`src/rtl/mdio_slave_pkg.sv`:
```
// Package: shared widths and the frame decoder state type.
// Assumes: Clause 22 style frames with 5-bit addresses and 16-bit data.
package mdio_slave_pkg;
    localparam int ADDR_W_DEF = 5;
    localparam int DATA_W_DEF = 16;
    localparam int PRE_LEN_DEF = 32;

    typedef enum logic [2:0] {
        ST_HUNT  = 3'd0,
        ST_START = 3'd1,
        ST_OP    = 3'd2,
        ST_PHY   = 3'd3,
        ST_REG   = 3'd4,
        ST_TA    = 3'd5,
        ST_DATA  = 3'd6
    } frame_state_t;
endpackage

```
`src/rtl/mdio_pin_sync.sv`:
```
// Module: brings MDC and MDIO into the system clock domain through a
// flop chain and flags MDC rising and falling edges for one cycle each.
// Assumes: MDC half period is longer than STAGES+1 system clocks.
module mdio_pin_sync #(
    parameter int STAGES = 2
) (
    input  logic clk,
    input  logic rst_n,
    input  logic mdc,
    input  logic mdio_i,
    output logic mdc_rise,
    output logic mdc_fall,
    output logic mdio_s
);
    logic [STAGES-1:0] mdc_chain;
    logic [STAGES-1:0] dat_chain;
    logic              mdc_last;

    // Synchroniser chains plus previous MDC level for edge detection.
    always_ff @(posedge clk) begin
        if (!rst_n) begin
            mdc_chain <= '0;
            dat_chain <= '1;
            mdc_last  <= 1'b0;
        end else begin
            mdc_chain <= {mdc_chain[STAGES-2:0], mdc};
            dat_chain <= {dat_chain[STAGES-2:0], mdio_i};
            mdc_last  <= mdc_chain[STAGES-1];
        end
    end

    // Edge flags and the data bit aligned with the MDC chain.
    always_comb begin
        mdc_rise = mdc_chain[STAGES-1] & ~mdc_last;
        mdc_fall = ~mdc_chain[STAGES-1] & mdc_last;
        mdio_s   = dat_chain[STAGES-1];
    end
endmodule

```
`src/rtl/mdio_frame_rx.sv`:
```
// Module: bit-level frame decoder. It counts preamble ones, checks the
// start, opcode and write turnaround, collects the addresses and write
// data, and raises the write strobe and the read drive controls.
// Assumes: bit_in is valid in the cycle where rise is high.
module mdio_frame_rx
    import mdio_slave_pkg::*;
#(
    parameter int ADDR_W  = ADDR_W_DEF,
    parameter int DATA_W  = DATA_W_DEF,
    parameter int PRE_LEN = PRE_LEN_DEF
) (
    input  logic              clk,
    input  logic              rst_n,
    input  logic              rise,
    input  logic              bit_in,
    input  logic [ADDR_W-1:0] local_addr,
    output logic [ADDR_W-1:0] reg_addr,
    output logic              wr_en,
    output logic [DATA_W-1:0] wr_data,
    output logic              rd_load,
    output logic              drv_zero,
    output logic              drv_data
);
    localparam int CNT_W = $clog2(DATA_W);
    localparam int ONE_W = $clog2(PRE_LEN + 1);

    frame_state_t      state;
    logic [CNT_W-1:0]  cnt;
    logic [ONE_W-1:0]  ones;
    logic              op_first;
    logic              is_rd;
    logic              match;
    logic [ADDR_W-1:0] phy_sr;

    // Frame sequencing, advanced once per sampled MDC rising edge.
    always_ff @(posedge clk) begin
        if (!rst_n) begin
            state    <= ST_HUNT;
            cnt      <= '0;
            ones     <= '0;
            op_first <= 1'b0;
            is_rd    <= 1'b0;
            match    <= 1'b0;
            phy_sr   <= '0;
            reg_addr <= '0;
            wr_data  <= '0;
            wr_en    <= 1'b0;
            rd_load  <= 1'b0;
        end else begin
            wr_en   <= 1'b0;
            rd_load <= 1'b0;
            if (rise) begin
                case (state)
                    ST_HUNT: begin
                        if (bit_in) begin
                            if (ones != ONE_W'(PRE_LEN)) ones <= ones + 1'b1;
                        end else begin
                            if (ones == ONE_W'(PRE_LEN)) state <= ST_START;
                            ones <= '0;
                        end
                    end
                    ST_START: begin
                        cnt   <= '0;
                        state <= bit_in ? ST_OP : ST_HUNT;
                    end
                    ST_OP: begin
                        if (cnt == '0) begin
                            op_first <= bit_in;
                            cnt      <= cnt + 1'b1;
                        end else begin
                            cnt <= '0;
                            if (op_first != bit_in) begin
                                is_rd <= op_first;
                                state <= ST_PHY;
                            end else begin
                                state <= ST_HUNT;
                            end
                        end
                    end
                    ST_PHY: begin
                        phy_sr <= {phy_sr[ADDR_W-2:0], bit_in};
                        if (cnt == CNT_W'(ADDR_W - 1)) begin
                            cnt   <= '0;
                            match <= ({phy_sr[ADDR_W-2:0], bit_in} == local_addr);
                            state <= ST_REG;
                        end else begin
                            cnt <= cnt + 1'b1;
                        end
                    end
                    ST_REG: begin
                        reg_addr <= {reg_addr[ADDR_W-2:0], bit_in};
                        if (cnt == CNT_W'(ADDR_W - 1)) begin
                            cnt   <= '0;
                            state <= ST_TA;
                        end else begin
                            cnt <= cnt + 1'b1;
                        end
                    end
                    ST_TA: begin
                        if (cnt == '0) begin
                            cnt <= cnt + 1'b1;
                            if (is_rd) rd_load <= match;
                            else if (!bit_in) state <= ST_HUNT;
                        end else begin
                            cnt   <= '0;
                            state <= (!is_rd && bit_in) ? ST_HUNT : ST_DATA;
                        end
                    end
                    ST_DATA: begin
                        if (!is_rd) wr_data <= {wr_data[DATA_W-2:0], bit_in};
                        if (cnt == CNT_W'(DATA_W - 1)) begin
                            cnt   <= '0;
                            state <= ST_HUNT;
                            wr_en <= match & ~is_rd;
                        end else begin
                            cnt <= cnt + 1'b1;
                        end
                    end
                    default: state <= ST_HUNT;
                endcase
            end
        end
    end

    // Drive requests for the output stage during a matching read.
    always_comb begin
        drv_zero = (state == ST_TA) && (cnt == CNT_W'(1)) && is_rd && match;
        drv_data = (state == ST_DATA) && is_rd && match;
    end
endmodule

```
`src/rtl/mdio_tx_drive.sv`:
```
// Module: read-side output stage. It latches the register word and, on
// each MDC falling edge, sets the enable and the driven bit.
// Assumes: drv_zero and drv_data are never high together.
module mdio_tx_drive #(
    parameter int DATA_W = 16
) (
    input  logic              clk,
    input  logic              rst_n,
    input  logic              fall,
    input  logic              load,
    input  logic [DATA_W-1:0] rdata,
    input  logic              drv_zero,
    input  logic              drv_data,
    output logic              mdio_o,
    output logic              mdio_oe
);
    logic [DATA_W-1:0] sh;

    // Word capture and falling-edge update of the enable and output bit.
    always_ff @(posedge clk) begin
        if (!rst_n) begin
            sh      <= '0;
            mdio_o  <= 1'b0;
            mdio_oe <= 1'b0;
        end else begin
            if (load) sh <= rdata;
            if (fall) begin
                mdio_oe <= drv_zero | drv_data;
                mdio_o  <= drv_data & sh[DATA_W-1];
                if (drv_data) sh <= {sh[DATA_W-2:0], 1'b0};
            end
        end
    end
endmodule

```
`src/rtl/mdio_slave_port.sv`:
```
// Module: top of the management slave. It holds the local PHY address
// and joins the pin synchroniser, the frame decoder and the output stage.
// Assumes: the external register file answers reg_rd_data for reg_addr
// within the same cycle.
module mdio_slave_port
    import mdio_slave_pkg::*;
#(
    parameter int ADDR_W     = ADDR_W_DEF,
    parameter int DATA_W     = DATA_W_DEF,
    parameter int PRE_LEN    = PRE_LEN_DEF,
    parameter int SYNC_STAGES = 2,
    parameter logic [ADDR_W-1:0] RESET_ADDR = '1
) (
    input  logic              clk,
    input  logic              rst_n,
    input  logic [ADDR_W-1:0] cfg_addr,
    input  logic              cfg_load,
    input  logic              mdc,
    input  logic              mdio_i,
    output logic              mdio_o,
    output logic              mdio_oe,
    output logic [ADDR_W-1:0] reg_addr,
    output logic              reg_wr_en,
    output logic [DATA_W-1:0] reg_wr_data,
    input  logic [DATA_W-1:0] reg_rd_data
);
    logic              mdc_rise;
    logic              mdc_fall;
    logic              mdio_s;
    logic              rd_load;
    logic              drv_zero;
    logic              drv_data;
    logic [ADDR_W-1:0] local_addr;

    // Local PHY address register with configuration load.
    always_ff @(posedge clk) begin
        if (!rst_n)        local_addr <= RESET_ADDR;
        else if (cfg_load) local_addr <= cfg_addr;
    end

    mdio_pin_sync #(.STAGES(SYNC_STAGES)) u_sync (
        .clk      (clk),
        .rst_n    (rst_n),
        .mdc      (mdc),
        .mdio_i   (mdio_i),
        .mdc_rise (mdc_rise),
        .mdc_fall (mdc_fall),
        .mdio_s   (mdio_s)
    );

    mdio_frame_rx #(.ADDR_W(ADDR_W), .DATA_W(DATA_W), .PRE_LEN(PRE_LEN)) u_rx (
        .clk        (clk),
        .rst_n      (rst_n),
        .rise       (mdc_rise),
        .bit_in     (mdio_s),
        .local_addr (local_addr),
        .reg_addr   (reg_addr),
        .wr_en      (reg_wr_en),
        .wr_data    (reg_wr_data),
        .rd_load    (rd_load),
        .drv_zero   (drv_zero),
        .drv_data   (drv_data)
    );

    mdio_tx_drive #(.DATA_W(DATA_W)) u_tx (
        .clk      (clk),
        .rst_n    (rst_n),
        .fall     (mdc_fall),
        .load     (rd_load),
        .rdata    (reg_rd_data),
        .drv_zero (drv_zero),
        .drv_data (drv_data),
        .mdio_o   (mdio_o),
        .mdio_oe  (mdio_oe)
    );
endmodule

```
`config.mk`:
```
export PLATFORM = sky130hd
export DESIGN_NAME = mdio_slave_port
export DESIGN_NICKNAME = d
export VERILOG_FILES = /design/src/rtl/mdio_slave_pkg.sv /design/src/rtl/mdio_pin_sync.sv /design/src/rtl/mdio_frame_rx.sv /design/src/rtl/mdio_tx_drive.sv /design/src/rtl/mdio_slave_port.sv
export SDC_FILE = /design/constraint.sdc
export NUM_CORES = 1
export LEC_CHECK = 0
export BUFFER_PORTS_ARGS = -buffer_cell sky130_fd_sc_hd__buf_2
export CORE_UTILIZATION = 50
export CTS_CLUSTER_SIZE = 12
export DETAILED_ROUTE_END_ITERATION = 8
export GPL_TIMING_DRIVEN = 1
export HOLD_SLACK_MARGIN = 0.1
export PLACE_DENSITY = 0.77
export SYNTH_ARGS = -nofsm -noshare
export SYNTH_HDL_FRONTEND = slang
export SYNTH_SLANG_ARGS = --single-unit
```
`constraint.sdc`:
```
create_clock -name clk -period 2.5 [get_ports clk]
set_input_delay 0.125 -clock clk [delete_from_list [all_inputs] [get_ports clk]]
set_output_delay 0.125 -clock clk [all_outputs]
set_load 0.01 [all_outputs]
```
==> out/qor.yml, run 1 <==
outcome: "finished, final reports clean"
power.density_mw_per_mm2: 561
grt_max_degree: 33
path_class: "reg -> reg"
slowest_stage: "or4b_1"
diodes: 0
r2r_cells: 7
p_leak_uw: 0.00145
cpPeakStageDelay_ns: 0.46
setup_violations: 0
worst_pin_slew_ns: 0.892
ys.warnings.count: 0
synth.area.top_cells: "dfxtp_1, mux2i_1, nand2_1, a21oi_1, a211oi_1"
drt_iter0_drc: 134
nNetsFinal: 458
grt_pass1_wl_um: 10600
drc: 0
postRouteAntennaNets: 0
placed_cell_area_mm2: 0.00349
hold_depth: 2
postSynthAreaPerCell_um2: 8.60
holdWs_ns: 0.115
dieArea_mm2: 0.00678
ctsHoldBuffers: 12
netSwitchingFraction_pct: 22.9
pwr-share-clk_pct: 42.2
yosys_register_bits: 71
cts_resized: 0
gp_congestion: 0.887
path_cells: "inv_1 -> ha_1 -> and3b_1 -> a21o_4 -> o311ai_4 -> or4b_1 -> a31oi_1"
hold_viol: 0
cts_buffers: 9
syn_nets: 407
fin_crit_ns: 2.20
io_buffers: 49
ir_drop_v: 0.000486
area_delta_synth_final_pct: 18.0
drv_cap: 0
pwr-share-seq_pct: 53.8
syn_inst: 375
insertion_delay_ns: 0.35
dr.pass1.iters: 4
path_max_fanout: 6
fin_crit_sh_pct: 88.0
die_y_um: 82.3
worst-path-buf-inv: 1
via_count: 2722
worstSetupEndpointType: "flip-flop"
max_slew_margin_pct: 40.5
postCtsSetupBuffers: 0
comb_power_share_pct: 4.0
clk_pin_slew_worst_paths_ns: 0.08
rsz0062_at_grt: "false"
critPathTopFamily: "simple AND/OR/NAND/NOR gates"
critPathArrivalTime_ns: 2.48
avgViaCountPerCell: 5.38
core_mm2: 0.00606
grt_remaining_overflow: 0
placementRows: 28
finalClockSkew_ns: 0.0108
post-route-cell-area_mm2: 0.00381
hold_start: "rst_n"
detail_route.wl_per_cell_um: 13.1
reg2reg_from: "u_rx.cnt[0]"
post-dp-hpwl_um: 4400
r2r_end: "u_rx.cnt[3]"
wl_um: 6620
start_kind: "flip-flop"
synth_area_leader_cell: "dfxtp_1"
cts_buffer_depth: 2
slew_violations: 0
setup_tns_ns: 0
synth_cell_type_count: 48
synthesis.area_mm2: 0.00323
pin_count: 50
total_power_uw: 2140
worstPathRequired_ns: 2.78
initial_core_util_pct: 53.2
grt_pass1_vias: 2406
holdPathEnd: "u_sync.dat_chain[1]"
yosysTopAreaCellShare_pct: 44.0
die_x_um: 82.3
clock-sinks: 71
reg2reg_slack_ns: 0.30
switchingPower_uw: 489
tritoncts: "yes"
p_int_uw: 1650
cts-htree-levels: 3
cts-root-buf: "clkbuf_8"
antenna_found_initial: 0
min_path_type: "in -> reg"
grt_usage_pct: 20.7
ys_seq_area_share_pct: 44.0
fmax_ghz: 0.455
drive_gt1_share_pct: 17.2
[registers in the layout, indices dropped and copies added (netlist names), 2 cells and up]
| name | flops |
|---|---|
| u_rx.wr_data | 16 |
| u_sync.mdc_chain | 2 |
| u_sync.dat_chain | 2 |
| u_rx.state | 3 |
| u_rx.reg_addr | 5 |
| u_rx.ones | 6 |
| u_rx.phy_sr | 4 |
| u_rx.cnt | 4 |
| local_addr | 5 |
| u_tx.sh | 16 |
[power groups by stage]
| stage | sequential [uW] | clock (uW) | combinational (uW) |
|---|---|---|---|
| final | 1150 | 902 | 85.1 |
| after global routing | 1150 | 975 | 94.4 |
| after CTS | 1150 | 922 | 83.9 |
| after detailed placement | 1170 | 0 | 68.9 |
| after global placement | 1170 | 0 | 67.4 |
| after floorplan | 1170 | 0 | 43.4 |
[synth_stat cells (all sizes together)]
cell,number
dfxtp,71
nand2,54
nor2,37
a21oi,28
mux2i,27
clkbuf,21
a211oi,18
nand3,14
o21ai,13
inv,11
nand2b,8
xnor2,8
nor3,7
ha,6
a2111oi,3
a31oi,3
and2,3
and3,3
buf,3
nand3b,3
or3,3
xor2,3
a21o,2
a22oi,2
and3b,2
nor2b,2
nor4,2
nor4bb,2
o2111ai,2
o21a,2
o22ai,2
a211o,1
a41o,1
and4,1
nand4b,1
o211ai,1
o2bb2ai,1
o311ai,1
or2,1
or3b,1
or4b,1
[cells by family (layout without fill, tap and decap cells)]
group,Yosys count,in the layout,synth area share (%)
and+or+nand+nor,145,145,21.3
AOI/OAI and AO/OA,80,80,16.6
DFF,71,71,44.0
buffers and inverters,35,91,4.34
muxes,27,27,8.38
xor gates and xnor gates,11,11,2.99
adders and majority gates,6,6,2.33
[cell usage in the layout (no fill, tap or decap), drive strengths merged, types with 3 or more instances in the layout]
master | Yosys | routed
dfxtp | 71 | 71
nand2 | 54 | 54
buf | 3 | 52
nor2 | 37 | 37
a21oi | 28 | 28
mux2i | 27 | 27
a211oi | 18 | 18
nand3 | 14 | 14
o21ai | 13 | 13
dlygate4sd3 | 0 | 12
inv | 11 | 12
clkbuf | 21 | 10
nand2b | 8 | 8
xnor2 | 8 | 8
nor3 | 7 | 7
ha | 6 | 6
clkinvlp | 0 | 4
nand3b | 3 | 3
or3 | 3 | 3
and3 | 3 | 3
and2 | 3 | 3
a31oi | 3 | 3
xor2 | 3 | 3
a2111oi | 3 | 3
[layer usage]
| metal | wire length, um | share of wire (%) | track usage [%] |
|---|---|---|---|
| met3 | 327 | 4.9 | 4.18 |
| met1 | 3100 | 47 | 25.3 |
| met2 | 3080 | 46 | 34.2 |
| met5 | 0 | 0 | 0 |
| met4 | 116 | 1.8 | 10.9 |
[cell type report]
type	count	area [um2]
inverter	11	41.3
sequential	71	1420
multi-input combinational	269	1670
fill	519	2250
clock inverter	6	68.8
timing repair buffer	64	388
tap	75	93.8
clock buffer	10	128
[worst reg2reg max path, cell delays in order, from the launching register on]
cell and delay [ns]:
dfxtp_1 0.41, inv_1 0.11, ha_1 0.24, and3b_1 0.26, a21o_4 0.23, o311ai_4 0.28
or4b_1 0.46, a31oi_1 0.16
[metrics by stage]
stage / instances / utilization (%) / setup slack (ns)
after floorplan: 375 / - / 0.448
after global placement: 478 / 57.6 / 0.411
after detailed placement: 478 / 57.6 / 0.339
after CTS: 506 / 62.8 / 0.328
after global routing: 506 / 62.8 / 0.192
final: 506 / 62.8 / 0.300
[worst max path at each step]
stage	startpoint	endpoint	slack (ns)	cells after the start
after detailed placement	u_rx.cnt[0]	u_rx.cnt[3]	0.34	7
after global routing	u_rx.cnt[1]	u_rx.state[0]	0.19	7
after floorplan	u_rx.cnt[0]	u_rx.cnt[3]	0.45	8
after CTS	u_rx.cnt[0]	u_rx.cnt[3]	0.33	7
after global placement	u_rx.cnt[0]	u_rx.cnt[3]	0.41	7
final	u_rx.cnt[0]	u_rx.cnt[3]	0.30	7
Power figures use the tool's default switching activity.
==> run 2, diff against run 1 <==
--- a/config.mk
+++ b/config.mk
@@ -6,12 +6,14 @@
 export NUM_CORES = 1
 export LEC_CHECK = 0
 export BUFFER_PORTS_ARGS = -buffer_cell sky130_fd_sc_hd__buf_2
-export CORE_UTILIZATION = 50
+export CELL_PAD_IN_SITES_DETAIL_PLACEMENT = 1
+export CELL_PAD_IN_SITES_GLOBAL_PLACEMENT = 2
+export CORE_UTILIZATION = 34
 export CTS_CLUSTER_SIZE = 12
 export DETAILED_ROUTE_END_ITERATION = 8
 export GPL_TIMING_DRIVEN = 1
 export HOLD_SLACK_MARGIN = 0.1
-export PLACE_DENSITY = 0.77
+export PLACE_DENSITY = 0.84
 export SYNTH_ARGS = -nofsm -noshare
 export SYNTH_HDL_FRONTEND = slang
 export SYNTH_SLANG_ARGS = --single-unit
==> run 2 against run 1 <==
  * The flow now finishes with violations (DRC)
  * Critical path depth did not move
  * Sequential power barely moved
  * Flip-flop and latch count did not move
  * Final cell count rose by 8.7%
  * Fmax fell by 1.3%
  * Wire length rose by 16%
  * Total power rose by 1.2%
  * Register-to-register slack got worse by 0.03 ns
  * Clock power rose by 2%
  * Count of clock-buffer cells in the layout rose by 1
  * Largest cell class unchanged
==> out/qor.yml, run 2 (synthesis results as in run 1) <==
p_int_uw: 1680  # +1.8%
clk_pin_slew_worst_paths_ns: 0.07  # about the same
grt_max_degree: 36  # +9.1%
hold_viol: 0  # unchanged
worstPathRequired_ns: 2.74  # -0.04 ns
initial_core_util_pct: 35.1  # -18 points
die_y_um: 99.4  # +21%
insertion_delay_ns: 0.35  # about the same
tritoncts: "yes"
power.density_mw_per_mm2: 551  # -1.8%
switchingPower_uw: 484  # -1.0%
cts_buffer_depth: 2  # unchanged
detail_route.wl_per_cell_um: 14.0  # +7.2%
avgViaCountPerCell: 5.11  # -5.0%
cts_resized: 0  # unchanged
comb_power_share_pct: 4.3  # +0.3 points
slew_violations: 0  # unchanged
post-dp-hpwl_um: 5280  # +20%
finalClockSkew_ns: 0.00958  # -0.00121 ns
reg2reg_slack_ns: 0.27  # -0.03 ns
nNetsFinal: 466  # +1.7%
grt_pass1_vias: 2755  # +15%
endpoint: "u_rx.state[0]"
stdcell_count: 550  # +8.7%
worst_pin_slew_ns: 0.692  # -0.200 ns
worstSetupEndpointType: "flip-flop"
netSwitchingFraction_pct: 22.4  # -0.49 points
path_class: "reg -> reg"
reg2reg_from: "u_rx.cnt[0]"
pwr-share-seq_pct: 53.1  # -0.7 points
start_kind: "flip-flop"
placed_cells: 520  # +8.8%
via_count: 2812  # +3.3%
cts-htree-levels: 3  # unchanged
grt_remaining_overflow: 0  # unchanged
max_slew_margin_pct: 53.8  # +13 points
path_max_fanout: 6  # unchanged
drt_iter0_drc: 96  # -28%
layout_common_cells: "dfxtp_1, nand2_1, buf_2, nor2_1, a21oi_1"
drive_gt1_share_pct: 18.2  # +1.1 points
cts-root-buf: "clkbuf_8"
violations: "DRC"
critPathArrivalTime_ns: 2.47  # about the same
r2r_end: "u_rx.state[0]"
reg_top3: "u_rx.wr_data x16, u_tx.sh x16, u_rx.ones x6"
io_buffers: 49  # unchanged
clock-sinks: 71  # unchanged
area_delta_synth_final_pct: 21.4
dr.pass1.iters: 8  # +4
fmax_ghz: 0.448  # -1.3%
die_x_um: 99.4  # +21%
postRouteAntennaNets: 0  # unchanged
antenna_found_initial: 0  # unchanged
drv_cap: 0  # unchanged
r2r_cells: 7  # unchanged
core_mm2: 0.00920  # +52%
min_path_type: "in -> reg"
dieArea_mm2: 0.00988  # +46%
grt_usage_pct: 16.7  # -3.9 points
setup_violations: 0  # unchanged
diodes: 0  # unchanged
pin_count: 50  # unchanged
wl_um: 7710  # +16%
outcome: "complete, but fails checks"
setup_tns_ns: 0  # unchanged
gp_congestion: 0.797  # -10%
drc: 2  # +2
fin_crit_sh_pct: 89.2  # +1.2 points
ir_drop_v: 0.000281  # -42%
pwr-share-clk_pct: 42.5  # +0.3 points
fin_crit_ns: 2.23  # +0.0297 ns
p_leak_uw: 0.00150  # +3.8%
placementRows: 35  # +25%
rsz0062_at_grt: "false"
cts_buffers: 9  # unchanged
fillers: 1089  # +110%
grt_pass1_wl_um: 13200  # +24%
critPathLaunch: "u_rx.cnt[0]"
mostFrequentLayoutCell: "dfxtp_1"
## run 2: changes by cell type in the layout (fill, tap and decap cells not counted), sizes merged
cell / change
buf: +6
clkbuf: +1
clkinv: +4
clkinvlp: -4
dlygate4sd3: +2
inv: -1
## run 2: what timing repair did
action / in CTS / in global routing
hold buffers: 14 / 0
endpoints found under the setup margin: 0 / 0
setup buffers: 0 / 0
endpoints found under the hold margin: 8 / 0
## run 2: per-stage QoR
step | area [um2] | hold slack [ns] | setup WS, ns | utilization (%) | total power, uW
after floorplan | 3230 | 0.198 | 0.448 | - | 1210
after global placement | 3580 | 0.316 | 0.400 | 38.9 | 1250
after detailed placement | 3580 | 0.319 | 0.322 | 38.9 | 1250
after CTS | 3920 | 0.112 | 0.293 | 42.6 | 2200
after global routing | 3920 | 0.117 | 0.0485 | 42.6 | 2260
final | 3920 | 0.119 | 0.270 | 42.6 | 2160
## run 2: cell type report
type	instances	area, um2	share of cell area, %
clock buffer	11	141	3.61
clock inverter	5	57.6	1.47
inverter	11	41.3	1.05
multi-input combinational	269	1670	42.5
sequential	71	1420	36.3
tap	111	139	3.54
timing repair buffer	72	453	11.6
## run 2: worst min-delay path by stage
| stage | startpoint | to | cells after the start |
|---|---|---|---|
| final | rst_n | u_sync.dat_chain[0] | 2 |
| after floorplan | rst_n | u_sync.dat_chain[0] | 1 |
| after global routing | reg_rd_data[9] | u_tx.sh[9] | 3 |
| after global placement | mdio_i | u_sync.dat_chain[0] | 2 |
| after CTS | reg_rd_data[10] | u_tx.sh[10] | 3 |
| after detailed placement | mdio_i | u_sync.dat_chain[0] | 2 |
## run 2: routing by layer
metal / vias to the layer above / GRT usage (%) / share of wire [%]
li1: 1426 / - / -
met1: 1331 / 20.6 / 47
met2: 45 / 28.9 / 49
met3: 10 / 3.79 / 2.7
met4: 0 / 5.66 / 1.2
met5: - / 0 / 0
## run 2: power groups by stage
stage	Sequential (uW)	Clock [uW]	Combinational (uW)
detailed placement	1170	0	75.9
CTS	1150	955	94.2
global route	1150	1000	103
floorplan	1170	0	43.4
global placement	1170	0	74.5
finish	1150	919	93.4
## run 2: worst max-delay path, cell delays in order, from the launching register on
cell and delay, ns:
dfxtp_1 0.35, inv_1 0.11, ha_1 0.22, and3b_1 0.30, nor2_1 0.09, a2111oi_2 0.69, nor3_1 0.12, a41o_1 0.24
==> run 3, diff against run 2 <==
--- a/config.mk
+++ b/config.mk
@@ -5,15 +5,16 @@
 export SDC_FILE = /design/constraint.sdc
 export NUM_CORES = 1
 export LEC_CHECK = 0
+export ABC_AREA = 1
 export BUFFER_PORTS_ARGS = -buffer_cell sky130_fd_sc_hd__buf_2
 export CELL_PAD_IN_SITES_DETAIL_PLACEMENT = 1
 export CELL_PAD_IN_SITES_GLOBAL_PLACEMENT = 2
-export CORE_UTILIZATION = 34
+export CORE_UTILIZATION = 31
 export CTS_CLUSTER_SIZE = 12
 export DETAILED_ROUTE_END_ITERATION = 8
 export GPL_TIMING_DRIVEN = 1
 export HOLD_SLACK_MARGIN = 0.1
-export PLACE_DENSITY = 0.84
+export PLACE_DENSITY = 0.79
 export SYNTH_ARGS = -nofsm -noshare
 export SYNTH_HDL_FRONTEND = slang
 export SYNTH_SLANG_ARGS = --single-unit
==> run 3 against run 2 <==
  * Fmax up 7.1%
  * The run now ends clean
  * Largest cell class unchanged
  * Via count up 7.9%
  * Count of clock-buffer cells in the layout down 1
  * Utilization down 3.1 points
==> out/qor.yml, run 3 <==
die_x_um: 103  # +4.1%
syn_nets: 481  # +18%
postRouteAntennaNets: 0  # unchanged
synth.area.top_cells: "dfxtp_1, o21ai_0, nand2_1, nor2_1, a21oi_1"
grt_pass1_wl_um: 13700  # +4.3%
synthesis.area_mm2: 0.00319  # -1.1%
reg2reg_slack_ns: 0.78  # +0.51 ns
synth_commonest_cells: "nand2_1, dfxtp_1, nor2_1"
postSynthAreaPerCell_um2: 7.11  # -17%
pin_count: 50  # unchanged
drt_iter0_drc: 78  # -19%
worstSetupEndpointType: "flip-flop"
avgViaCountPerCell: 4.68  # -8.4%
outcome: "finished, final reports clean"
cts_buffer_depth: 2  # unchanged
area_delta_synth_final_pct: 22.1
gp_congestion: 0.779  # -2.2%
worst_pin_slew_ns: 0.518  # -0.175 ns
placed_cell_area_mm2: 0.00356  # -0.59%
via_count: 3035  # +7.9%
detail_route.wl_per_cell_um: 13.0  # -7.6%
antenna_found_initial: 0  # unchanged
setup_violations: 0  # unchanged
placementRows: 36  # +2.9%
post-route-cell-area_mm2: 0.00389  # -0.61%
yosysTopAreaCellShare_pct: 44.5  # +0.50 points
path_max_fanout: 29  # +23
comb_power_share_pct: 4.5  # +0.2 points
p_int_uw: 1660  # -1.2%
synthFlopType: "dfxtp_1"
tritoncts: "yes"
max_slew_margin_pct: 65.5  # +12 points
r2r_end: "u_rx.wr_data[0]"
ir_drop_v: 0.000233  # -17%
synth_area_leader_cell: "dfxtp_1"
async_reset_ff_share_pct: 0  # unchanged
cts_resized: 0  # unchanged
slew_violations: 0  # unchanged
use_met2_pct: 29.7  # +0.80 points
path_class: "in -> reg"
switchingPower_uw: 519  # +7.2%
die_y_um: 103  # +4.1%
dr.pass1.iters: 4  # -4
clock-sinks: 71  # unchanged
holdPathEnd: "u_tx.sh[0]"
cts-root-buf: "clkbuf_8"
layout_common_cells: "nand2_1, dfxtp_1, nor2_1, o21ai_0, buf_2"
mostFrequentLayoutCell: "nand2_1"
start_kind: "input pin"
drc: 0  # -2
core_mm2: 0.00986  # +7.3%
wl_um: 8390  # +8.9%
diodes: 0  # unchanged
grt_use_met1_pct: 20.0  # -0.54 points
insertion_delay_ns: 0.35  # about the same
grt_usage_pct: 16.7  # -0.075 points
synth_edf_count: 0  # unchanged
utilization_pct: 39.5  # -3.1 points
io_buffers: 49  # unchanged
postCtsSetupBuffers: 0  # unchanged
grt_pass1_vias: 3044  # +10%
hold_depth: 3  # +1
ys_seq_area_share_pct: 44.5  # +0.50 points
r2r_cells: 6  # -1
min_path_type: "in -> reg"
setup_tns_ns: 0  # unchanged
grt_max_degree: 33  # -8.3%
clk_pin_slew_worst_paths_ns: 0.08  # about the same
fin_crit_ns: 2.08  # -0.148 ns
hold_viol: 0  # unchanged
netSwitchingFraction_pct: 23.9  # +1.4 points
drv_cap: 0  # unchanged
fin_crit_sh_pct: 83.3  # -5.9 points
reg_top3: "u_rx.wr_data x16, u_tx.sh x16, u_rx.ones x6"
dieArea_mm2: 0.0107  # +8.3%
hold_start: "reg_rd_data[0]"
initial_core_util_pct: 32.3  # -2.7 points
met3_usage_pct: 3.49  # -0.30 points
yosys_register_bits: 71  # unchanged
cts_buffers: 9  # unchanged
grt_remaining_overflow: 0  # unchanged
p_leak_uw: 0.00166  # +10%
cts-htree-levels: 3  # unchanged
syn_inst: 449  # +20%
yosysMostFrequentCell: "nand2_1"
critPathArrivalTime_ns: 2.32  # -0.15 ns
finalClockSkew_ns: 0.0104  # +0.000859 ns
post-dp-hpwl_um: 5880  # +11%
power.density_mw_per_mm2: 558  # +1.3%
drive_gt1_share_pct: 16.5  # -1.7 points
grt.busiest_layer: "met2"
fmax_ghz: 0.480  # +7.1%
pwr-share-seq_pct: 52.8  # -0.3 points
reg2reg_from: "u_rx.state[2]"
rsz0062_at_grt: "false"
ctsHoldBuffers: 14  # unchanged
synth_cell_type_count: 28  # -42%
pwr-share-clk_pct: 42.7  # +0.2 points
nNetsFinal: 542  # +16%
worstPathRequired_ns: 2.74  # about the same
ys.warnings.count: 0  # unchanged
-- run 3: final cells by class --
type	count	area (um2)
Clock buffer	10	128
Clock inverter	6	68.8
Fill cell	1280	5970
Inverter	46	173
Multi-Input combinational cell	314	1520
Sequential cell	71	1420
Tap cell	133	166
Timing Repair Buffer	68	423
-- run 3: per-layer routing --
layer	part of all wire, %	vias up
met4	1.2	0
met5	0	-
met1	47	1414
met2	48	41
li1	-	1571
met3	3.2	9
-- run 3: per-stage QoR --
step | worst slack [ns] | power [uW] | hold WS [ns] | cells
floorplan | 1.10 | 1220 | 0.223 | 449
global placement | 0.786 | 1250 | 0.307 | 618
detailed placement | 0.751 | 1250 | 0.312 | 618
CTS | 0.489 | 2220 | 0.105 | 648
global route | 0.292 | 2270 | 0.159 | 648
finish | 0.418 | 2170 | 0.124 | 648
-- run 3: kinds of logic (layout without fill, tap and decap cells) --
group | Yosys count | count (layout) | synth area share (%)
and+or+nand+nor | 197 | 197 | 26.4
AOI/OAI and AO/OA | 102 | 102 | 16.2
DFF | 71 | 71 | 44.5
buffers and inverters | 64 | 130 | 7.96
xor gates and xnor gates | 7 | 7 | 1.92
adders and majority gates | 6 | 6 | 2.35
muxes | 2 | 2 | 0.667
-- run 3: power groups by stage --
stage	Clock (uW)	Combinational [uW]	Sequential, uW
floorplan	0	45.2	1170
global placement	0	78.7	1170
detailed placement	0	79.1	1170
CTS	970	97.3	1150
global route	1010	110	1150
finish	930	97.5	1150
-- run 3: worst max path at each step --
stage	startpoint	slack, ns	cells after the start	end
after floorplan	u_rx.cnt[0]	1.10	9	u_rx.state[0]
after global placement	u_rx.state[2]	0.79	6	u_rx.wr_data[0]
after detailed placement	u_rx.state[2]	0.75	6	u_rx.wr_data[0]
after CTS	rst_n	0.49	6	local_addr[2]
after global routing	rst_n	0.29	6	local_addr[2]
final	rst_n	0.42	6	local_addr[1]
-- run 3: worst max-delay path: stages --
cell           delay, ns
buf_2               0.38
inv_1               0.38
a21oi_1             0.21
dlygate4sd3_1       0.57
o21ai_0             0.09
dlygate4sd3_1       0.56
